`config.mk`:
```
export PLATFORM = sky130hd
export DESIGN_NAME = audio_port_regs
export DESIGN_NICKNAME = d
export VERILOG_FILES = /design/src/rtl/aud_regs_pkg.sv /design/src/rtl/aud_regs_decode.sv /design/src/rtl/aud_regs_store.sv /design/src/rtl/audio_port_regs.sv
export SDC_FILE = /design/constraint.sdc
export NUM_CORES = 1
export LEC_CHECK = 0
export CAP_MARGIN = 10
export CORE_MARGIN = 4
export CORE_UTILIZATION = 35
export DETAILED_ROUTE_END_ITERATION = 8
export PLACE_DENSITY_LB_ADDON = 0.2
export SKIP_LAST_GASP = 1
export SYNTH_ARGS = -nofsm -noshare
export SYNTH_HDL_FRONTEND = slang
export SYNTH_HIERARCHICAL = 1
export SYNTH_SLANG_ARGS = --single-unit
```
`constraint.sdc`:
```
create_clock -name clk -period 2.1 [get_ports clk]
set_input_delay 0.315 -clock clk [delete_from_list [all_inputs] [get_ports clk]]
set_output_delay 0.315 -clock clk [all_outputs]
set_load 0.02 [all_outputs]
```
`src/rtl/aud_regs_pkg.sv`:
```
package aud_regs_pkg;

  localparam int REG_N = 16;
  localparam int IDX_W = $clog2(REG_N);

  typedef enum logic [IDX_W-1:0] {
    RID_CTRL    = 4'd0,
    RID_FMT0    = 4'd1,
    RID_FMT1    = 4'd2,
    RID_TXDATA  = 4'd3,
    RID_RXDATA  = 4'd4,
    RID_FIFOCTL = 4'd5,
    RID_FIFOSTA = 4'd6,
    RID_DMACTL  = 4'd7,
    RID_INTSTA  = 4'd8,
    RID_CLKDIV  = 4'd9,
    RID_RXCNT   = 4'd10,
    RID_TXCNT   = 4'd11,
    RID_TXSEL   = 4'd12,
    RID_TXMAP   = 4'd13,
    RID_RXSEL   = 4'd14,
    RID_RXMAP   = 4'd15
  } regIdT;

  // Decoded access handed from the decoder to the storage.
  typedef struct packed {
    logic        hit;
    logic        wr;
    logic        rd;
    regIdT       id;
    logic [31:0] data;
  } busStrobeT;

  localparam int TX_FLUSH_BIT = 25;
  localparam int RX_FLUSH_BIT = 24;
  localparam logic [31:0] FLUSH_MASK = (32'd1 << TX_FLUSH_BIT) | (32'd1 << RX_FLUSH_BIT);

  function automatic logic [31:0] resetVal(input int idx);
    case (idx)
      1:       resetVal = 32'h0000_000C;
      2:       resetVal = 32'h0000_4020;
      5:       resetVal = 32'h0004_00F0;
      12:      resetVal = 32'h0000_0001;
      13:      resetVal = 32'h7654_3210;
      14:      resetVal = 32'h0000_0001;
      15:      resetVal = 32'h0000_3210;
      default: resetVal = 32'h0;
    endcase
  endfunction

endpackage

```
`src/rtl/aud_regs_decode.sv`:
```
module aud_regs_decode
  import aud_regs_pkg::*;
#(
  parameter int ADDR_W = 8
) (
  input  logic              busSel,
  input  logic              busWr,
  input  logic [ADDR_W-1:0] busAddr,
  input  logic [31:0]       busWdata,
  output busStrobeT         stb
);

  localparam int LOW_W = IDX_W + 2;

  logic  inRange;
  regIdT id;
  logic  writeOk;
  logic  readOk;
  logic  unusedByteBits;

  assign unusedByteBits = ^busAddr[1:0];

  generate
    if (ADDR_W > LOW_W) begin : gUpper
      assign inRange = (busAddr[ADDR_W-1:LOW_W] == '0);
    end else begin : gNoUpper
      assign inRange = 1'b1;
    end
  endgenerate

  assign id = regIdT'(busAddr[LOW_W-1:2]);

  always_comb begin
    writeOk = !((id == RID_RXDATA) || (id == RID_FIFOSTA));
    readOk  = (id != RID_TXDATA);
  end

  always_comb begin
    stb.hit  = busSel && inRange;
    stb.wr   = busSel && inRange && busWr && writeOk;
    stb.rd   = busSel && inRange && !busWr && readOk;
    stb.id   = id;
    stb.data = busWdata;
  end

endmodule

```
`src/rtl/aud_regs_store.sv`:
```
module aud_regs_store
  import aud_regs_pkg::*;
#(
  parameter int LVL_W = 7
) (
  input  logic                    clk,
  input  logic                    rst,
  input  busStrobeT               stb,
  input  logic [31:0]             rxFifoData,
  input  logic [LVL_W-1:0]        txFifoLevel,
  input  logic [LVL_W-1:0]        rxFifoLevel,
  input  logic                    txCntInc,
  input  logic                    rxCntInc,
  output logic [31:0]             busRdata,
  output logic                    txWrStb,
  output logic [31:0]             txWrData,
  output logic                    rxRdStb,
  output logic                    txFlush,
  output logic                    rxFlush,
  output logic [REG_N-1:0][31:0]  regView
);

  logic [31:0] statusWord;
  logic        fifoCtlWr;

  always_comb begin
    statusWord                 = '0;
    statusWord[LVL_W-1:0]      = rxFifoLevel;
    statusWord[16 +: LVL_W]    = txFifoLevel;
  end

  generate
    for (genvar gi = 0; gi < REG_N; gi++) begin : gReg
      localparam regIdT MY_ID = regIdT'(gi);
      logic wrHit;
      assign wrHit = stb.wr && (stb.id == MY_ID);

      if (MY_ID == RID_TXDATA) begin : gPush
        assign regView[gi] = '0;
      end else if (MY_ID == RID_RXDATA) begin : gPop
        assign regView[gi] = rxFifoData;
      end else if (MY_ID == RID_FIFOSTA) begin : gStatus
        assign regView[gi] = statusWord;
      end else if ((MY_ID == RID_RXCNT) || (MY_ID == RID_TXCNT)) begin : gCount
        logic [31:0] cntQ;
        logic        bump;
        assign bump = (MY_ID == RID_RXCNT) ? rxCntInc : txCntInc;
        always_ff @(posedge clk) begin
          if (rst)        cntQ <= '0;
          else if (wrHit) cntQ <= stb.data;
          else if (bump)  cntQ <= cntQ + 32'd1;
        end
        assign regView[gi] = cntQ;
      end else if (MY_ID == RID_FIFOCTL) begin : gFifoCtl
        logic [31:0] q;
        always_ff @(posedge clk) begin
          if (rst)        q <= resetVal(gi);
          else if (wrHit) q <= stb.data & ~FLUSH_MASK;
        end
        assign regView[gi] = q;
      end else begin : gPlain
        logic [31:0] q;
        always_ff @(posedge clk) begin
          if (rst)        q <= resetVal(gi);
          else if (wrHit) q <= stb.data;
        end
        assign regView[gi] = q;
      end
    end
  endgenerate

  assign fifoCtlWr = stb.wr && (stb.id == RID_FIFOCTL);

  always_ff @(posedge clk) begin
    if (rst) begin
      txFlush <= 1'b0;
      rxFlush <= 1'b0;
    end else begin
      txFlush <= fifoCtlWr && stb.data[TX_FLUSH_BIT];
      rxFlush <= fifoCtlWr && stb.data[RX_FLUSH_BIT];
    end
  end

  assign busRdata = stb.rd ? regView[stb.id] : '0;
  assign txWrStb  = stb.wr && (stb.id == RID_TXDATA);
  assign txWrData = stb.data;
  assign rxRdStb  = stb.rd && (stb.id == RID_RXDATA);

endmodule

```
`src/rtl/audio_port_regs.sv`:
```
module audio_port_regs
  import aud_regs_pkg::*;
#(
  parameter int ADDR_W    = 8,
  parameter int LVL_W     = 7,
  parameter int SDO_N     = 4,
  parameter int TX_THRESH = 32,
  parameter int RX_THRESH = 8
) (
  input  logic              clk,
  input  logic              rst,
  input  logic              busSel,
  input  logic              busWr,
  input  logic [ADDR_W-1:0] busAddr,
  input  logic [31:0]       busWdata,
  output logic [31:0]       busRdata,
  output logic              txWrStb,
  output logic [31:0]       txWrData,
  output logic              rxRdStb,
  input  logic [31:0]       rxFifoData,
  input  logic [LVL_W-1:0]  txFifoLevel,
  input  logic [LVL_W-1:0]  rxFifoLevel,
  input  logic              txCntInc,
  input  logic              rxCntInc,
  output logic              globalEn,
  output logic              rxEn,
  output logic              txEn,
  output logic              slaveMode,
  output logic [SDO_N-1:0]  sdoEn,
  output logic [31:0]       fmt0Out,
  output logic [31:0]       fmt1Out,
  output logic              txAlign,
  output logic [1:0]        rxAlign,
  output logic              txFlush,
  output logic              rxFlush,
  output logic [31:0]       clkDivOut,
  output logic [31:0]       txChanSelOut,
  output logic [31:0]       txChanMapOut,
  output logic [31:0]       rxChanSelOut,
  output logic [31:0]       rxChanMapOut,
  output logic              txDrq,
  output logic              rxDrq
);

  localparam logic [LVL_W:0] TX_LIM = (LVL_W+1)'(TX_THRESH);
  localparam logic [LVL_W:0] RX_LIM = (LVL_W+1)'(RX_THRESH);

  busStrobeT              stb;
  logic [REG_N-1:0][31:0] regView;
  logic                   unusedCfg;

  aud_regs_decode #(.ADDR_W(ADDR_W)) uDecode (
    .busSel   (busSel),
    .busWr    (busWr),
    .busAddr  (busAddr),
    .busWdata (busWdata),
    .stb      (stb)
  );

  aud_regs_store #(.LVL_W(LVL_W)) uStore (
    .clk         (clk),
    .rst         (rst),
    .stb         (stb),
    .rxFifoData  (rxFifoData),
    .txFifoLevel (txFifoLevel),
    .rxFifoLevel (rxFifoLevel),
    .txCntInc    (txCntInc),
    .rxCntInc    (rxCntInc),
    .busRdata    (busRdata),
    .txWrStb     (txWrStb),
    .txWrData    (txWrData),
    .rxRdStb     (rxRdStb),
    .txFlush     (txFlush),
    .rxFlush     (rxFlush),
    .regView     (regView)
  );

  assign globalEn     = regView[RID_CTRL][0];
  assign rxEn         = regView[RID_CTRL][1];
  assign txEn         = regView[RID_CTRL][2];
  assign slaveMode    = regView[RID_CTRL][5];
  assign sdoEn        = regView[RID_CTRL][8 +: SDO_N];
  assign fmt0Out      = regView[RID_FMT0];
  assign fmt1Out      = regView[RID_FMT1];
  assign txAlign      = regView[RID_FIFOCTL][2];
  assign rxAlign      = regView[RID_FIFOCTL][1:0];
  assign clkDivOut    = regView[RID_CLKDIV];
  assign txChanSelOut = regView[RID_TXSEL];
  assign txChanMapOut = regView[RID_TXMAP];
  assign rxChanSelOut = regView[RID_RXSEL];
  assign rxChanMapOut = regView[RID_RXMAP];

  assign txDrq = regView[RID_DMACTL][7] && ({1'b0, txFifoLevel} < TX_LIM);
  assign rxDrq = regView[RID_DMACTL][3] && ({1'b0, rxFifoLevel} >= RX_LIM);

  assign unusedCfg = ^{regView[RID_CTRL], regView[RID_FIFOCTL], regView[RID_DMACTL],
                       regView[RID_INTSTA], regView[RID_TXDATA], regView[RID_RXDATA],
                       regView[RID_FIFOSTA], regView[RID_RXCNT], regView[RID_TXCNT]};

endmodule

```
==> out/metrics.csv <==
stage,metric,value,unit
layout,final-stage net count,3143,
timing,Fin. Hold Viols,0,
global_routing,total gr overflow,0,
setup_path,CP Class,flop to primary output,
placed_design,RD Place Congestion,0.911,
timing,Worst slew margin,65.1,%
route,Iteration-0 DRC Markers,1838,
timing,Slew Limit Fails,0,
timing,final number of setup-violating endpoints,32,
floorplanning,Vert. Die Dim,247,um
yosys,Mapped Nets,2545,
timing,Tcrit/Tclk final,113,%
power_and_ir_drop,Pint,0.0136,W
route,DRT Pass-1 Iters,5,
outcome,failing checks,setup timing,
yosys,Ys Warns,6,
route,via count,20500,
setup_path,CP startpoint,uStore/gReg[9].gPlain.q[12]$_SDFFE_PP0P_,
floorplanning,DIE AREA,61100,um2
setup_path,CP startpoint kind,flop,
yosys,synthesized area per cell,8.17,um2
power_and_ir_drop,Pwr Total,0.0179,W
timing,clk_skew,0.00628,ns
setup_path,R2R Path Start,uStore/gReg[10].gCount.cntQ[3]$_SDFFE_PP0P_,
min_path,Hold WC Path Type,primary input to flop,
global_routing,largest net degree at the start of global routing,112,
yosys,Syn Inst Count,2451,
route,Post-route DRC,0,
setup_path,Critical Path RT,1.78,ns
placed_design,I/O Buffers,394,
route,routed wire length,84.6,mm
floorplanning,Starting Density,35.5,%
timing,Peak Freq,423,MHz
route,drt wl/cell,22.0,um
run,max cap viols,0,
setup_path,flop-to-flop setup slack,0.12,ns
cts,CTS tree,yes,
placed_design,placed inst area,27600,um2
power_and_ir_drop,Comb pwr share,9.3,%
cts,# clock sinks,416,
setup_path,critical-path maximum fanout,2,
layout,layout cells sized above 1,26.3,%
global_routing,GRT Overall Usage,26.7,%
power_and_ir_drop,leakage,10.9,nW
cts,"Reg clk slew, reported paths",0.06,ns
timing,final worst slack,-0.266,ns
floorplanning,IO Pins,397,
route,Routed Antenna Nets,0,
cts,Clock Latency Late Sink,0.58,ns
power_and_ir_drop,NetSw,0.00432,W
layout,sequential cell area,8410,um2
timing,crit path time final,2.37,ns
cts,root buf cell,clkbuf_16,
power_and_ir_drop,clock share of power,46.3,%
layout,Synth-to-Final Area Change,50.2,%
timing,Worst-Margin Slew,0.524,ns
yosys,synthesized area,20000,um2
route,drt via density,5.34,
cts,CTS Buf Count,47,
global_routing,first-pass GRT wire length,126,mm
cts,H-tree Lvls,2,
power_and_ir_drop,switching share of power,24.1,%
global_routing,initial antenna violation count,1,
layout,multi-input combinational cell area,11000,um2
setup_path,Reg2Reg Depth,7,
timing,RSZ-0062 raised after global routing,yes,
setup_path,CP Capture Point,busRdata[12],
floorplanning,Std-Cell Rows,87,
setup_path,WP data arrival,2.05,ns
cts,CTS Buffer Depth,3,
power_and_ir_drop,Flop pwr share,44.3,%
layout,post-route cell area,30100,um2
power_and_ir_drop,Max IR drop VDD,0.541,mV
power_and_ir_drop,PwrDens,595,nW/um2
global_routing,vias in the first global route,20200,
setup_path,Worst Setup End Kind,primary output,
floorplanning,Chip Width,247,um
setup_path,R2R Path End,uStore/gReg[10].gCount.cntQ[30]$_SDFFE_PP0P_,
floorplanning,core box area,56500,um2
layout,fillcell total,5168,
placed_design,Detail Placement HPWL,60.5,mm
outcome,status,"finished, violations left",
through the flow:
step | TNS (ns) | hold WS, ns | std cells | utilization [%] | setup WS [ns]
after global routing | -5.88 | 0.0661 | 3841 | 53.3 | -0.275
after global placement | -140.33 | 0.436 | 3734 | 48.9 | -0.742
after floorplan | -1.38 | 0.432 | 2451 | - | -0.0487
after CTS | -5.15 | 0.0518 | 3834 | 52.8 | -0.250
after detailed placement | -158.76 | 0.442 | 3734 | 48.9 | -0.779
final | -4.37 | 0.0723 | 3841 | 53.3 | -0.266
flip-flops by register name (all words and copies together) (netlist names):
register and cells:
uStore/gReg.gPlain.q 320, uStore/gReg.gCount.cntQ 64, uStore/gReg.gFifoCtl.q 30, uStore/rxFlush 1
uStore/txFlush 1
per-layer routing:
metal | GRT usage, % | vias up | share of wire (%)
met3 | 4.09 | 117 | 7.6
met1 | 36.5 | 10000 | 43
met2 | 43.6 | 861 | 47
met4 | 8.08 | 0 | 2.6
li1 | - | 9520 | -
met5 | 0 | - | 0
cells in the final DEF, fill, tap and decap left out, types with 16 or more instances in the layout:
| cell | instances |
|---|---|
| o21ai_0 | 30 |
| mux2_2 | 16 |
| mux4_2 | 78 |
| clkbuf_16 | 51 |
| xor2_1 | 35 |
| nand3_1 | 22 |
| clkdlybuf4s50_1 | 350 |
| a22oi_1 | 16 |
| buf_12 | 54 |
| o22ai_2 | 17 |
| dfxtp_2 | 47 |
| xnor2_1 | 25 |
| dfxtp_1 | 364 |
| buf_6 | 39 |
| a211oi_1 | 54 |
| nand3b_1 | 29 |
| mux2i_2 | 17 |
| a21oi_1 | 334 |
| nand4_1 | 26 |
| nor2_1 | 90 |
| mux2i_1 | 52 |
| nand2_1 | 762 |
| buf_4 | 376 |
critical path, stage by stage, from the launching register on:
cell	delay, ns
dfxtp_2	0.34
mux4_2	0.50
mux2i_4	0.28
buf_6	0.16
o22ai_4	0.05
buf_6	0.14
power groups by stage:
stage | Clock (W) | Sequential [W] | Combinational [W]
after floorplan | 0 | 0.00813 | 0.000795
after global placement | 0 | 0.00811 | 0.00155
after detailed placement | 0 | 0.00811 | 0.00156
after CTS | 0.00844 | 0.00793 | 0.00163
after global routing | 0.00874 | 0.00793 | 0.00175
final | 0.00829 | 0.00793 | 0.00167
worst min-delay path by stage:
stage	end	from	cells after the start	slack, ns
2_1_floorplan	uStore/gReg[8].gPlain.q[3]$_SDFFE_PP0P_	uStore/gReg[8].gPlain.q[3]$_SDFFE_PP0P_	2	0.43
3_3_place_gp	uStore/gReg[5].gFifoCtl.q[15]$_SDFFE_PP0P_	uStore/gReg[5].gFifoCtl.q[15]$_SDFFE_PP0P_	2	0.44
3_5_place_dp	uStore/gReg[5].gFifoCtl.q[19]$_SDFFE_PP0P_	uStore/gReg[5].gFifoCtl.q[19]$_SDFFE_PP0P_	2	0.44
4_1_cts	uStore/gReg[9].gPlain.q[17]$_SDFFE_PP0P_	rst	2	0.05
5_1_grt	uStore/gReg[9].gPlain.q[17]$_SDFFE_PP0P_	rst	2	0.07
6_report	uStore/gReg[9].gPlain.q[17]$_SDFFE_PP0P_	rst	2	0.07
layout make-up:
type / instances / area share (%)
antenna: 1 / 0.00832
tap: 756 / 3.14
sequential: 416 / 27.9
inverter: 9 / 0.112
multi-input combinational: 1741 / 36.6
timing repair buffer: 834 / 27.0
clock buffer: 72 / 4.76
clock inverter: 12 / 0.383
timing repair:
| action | CTS | global route |
|---|---|---|
| hold buffers | 0 | 0 |
| buffers inserted | 13 | 5 |
| setup endpoints to repair | 37 | 71 |
| endpoints found under the hold margin | 0 | 0 |
| gates cloned | 4 | 2 |
| pin swaps | 31 | 9 |
| gates resized for setup | 311 | 46 |
No activity file was read; power rests on OpenSTA's default activity.
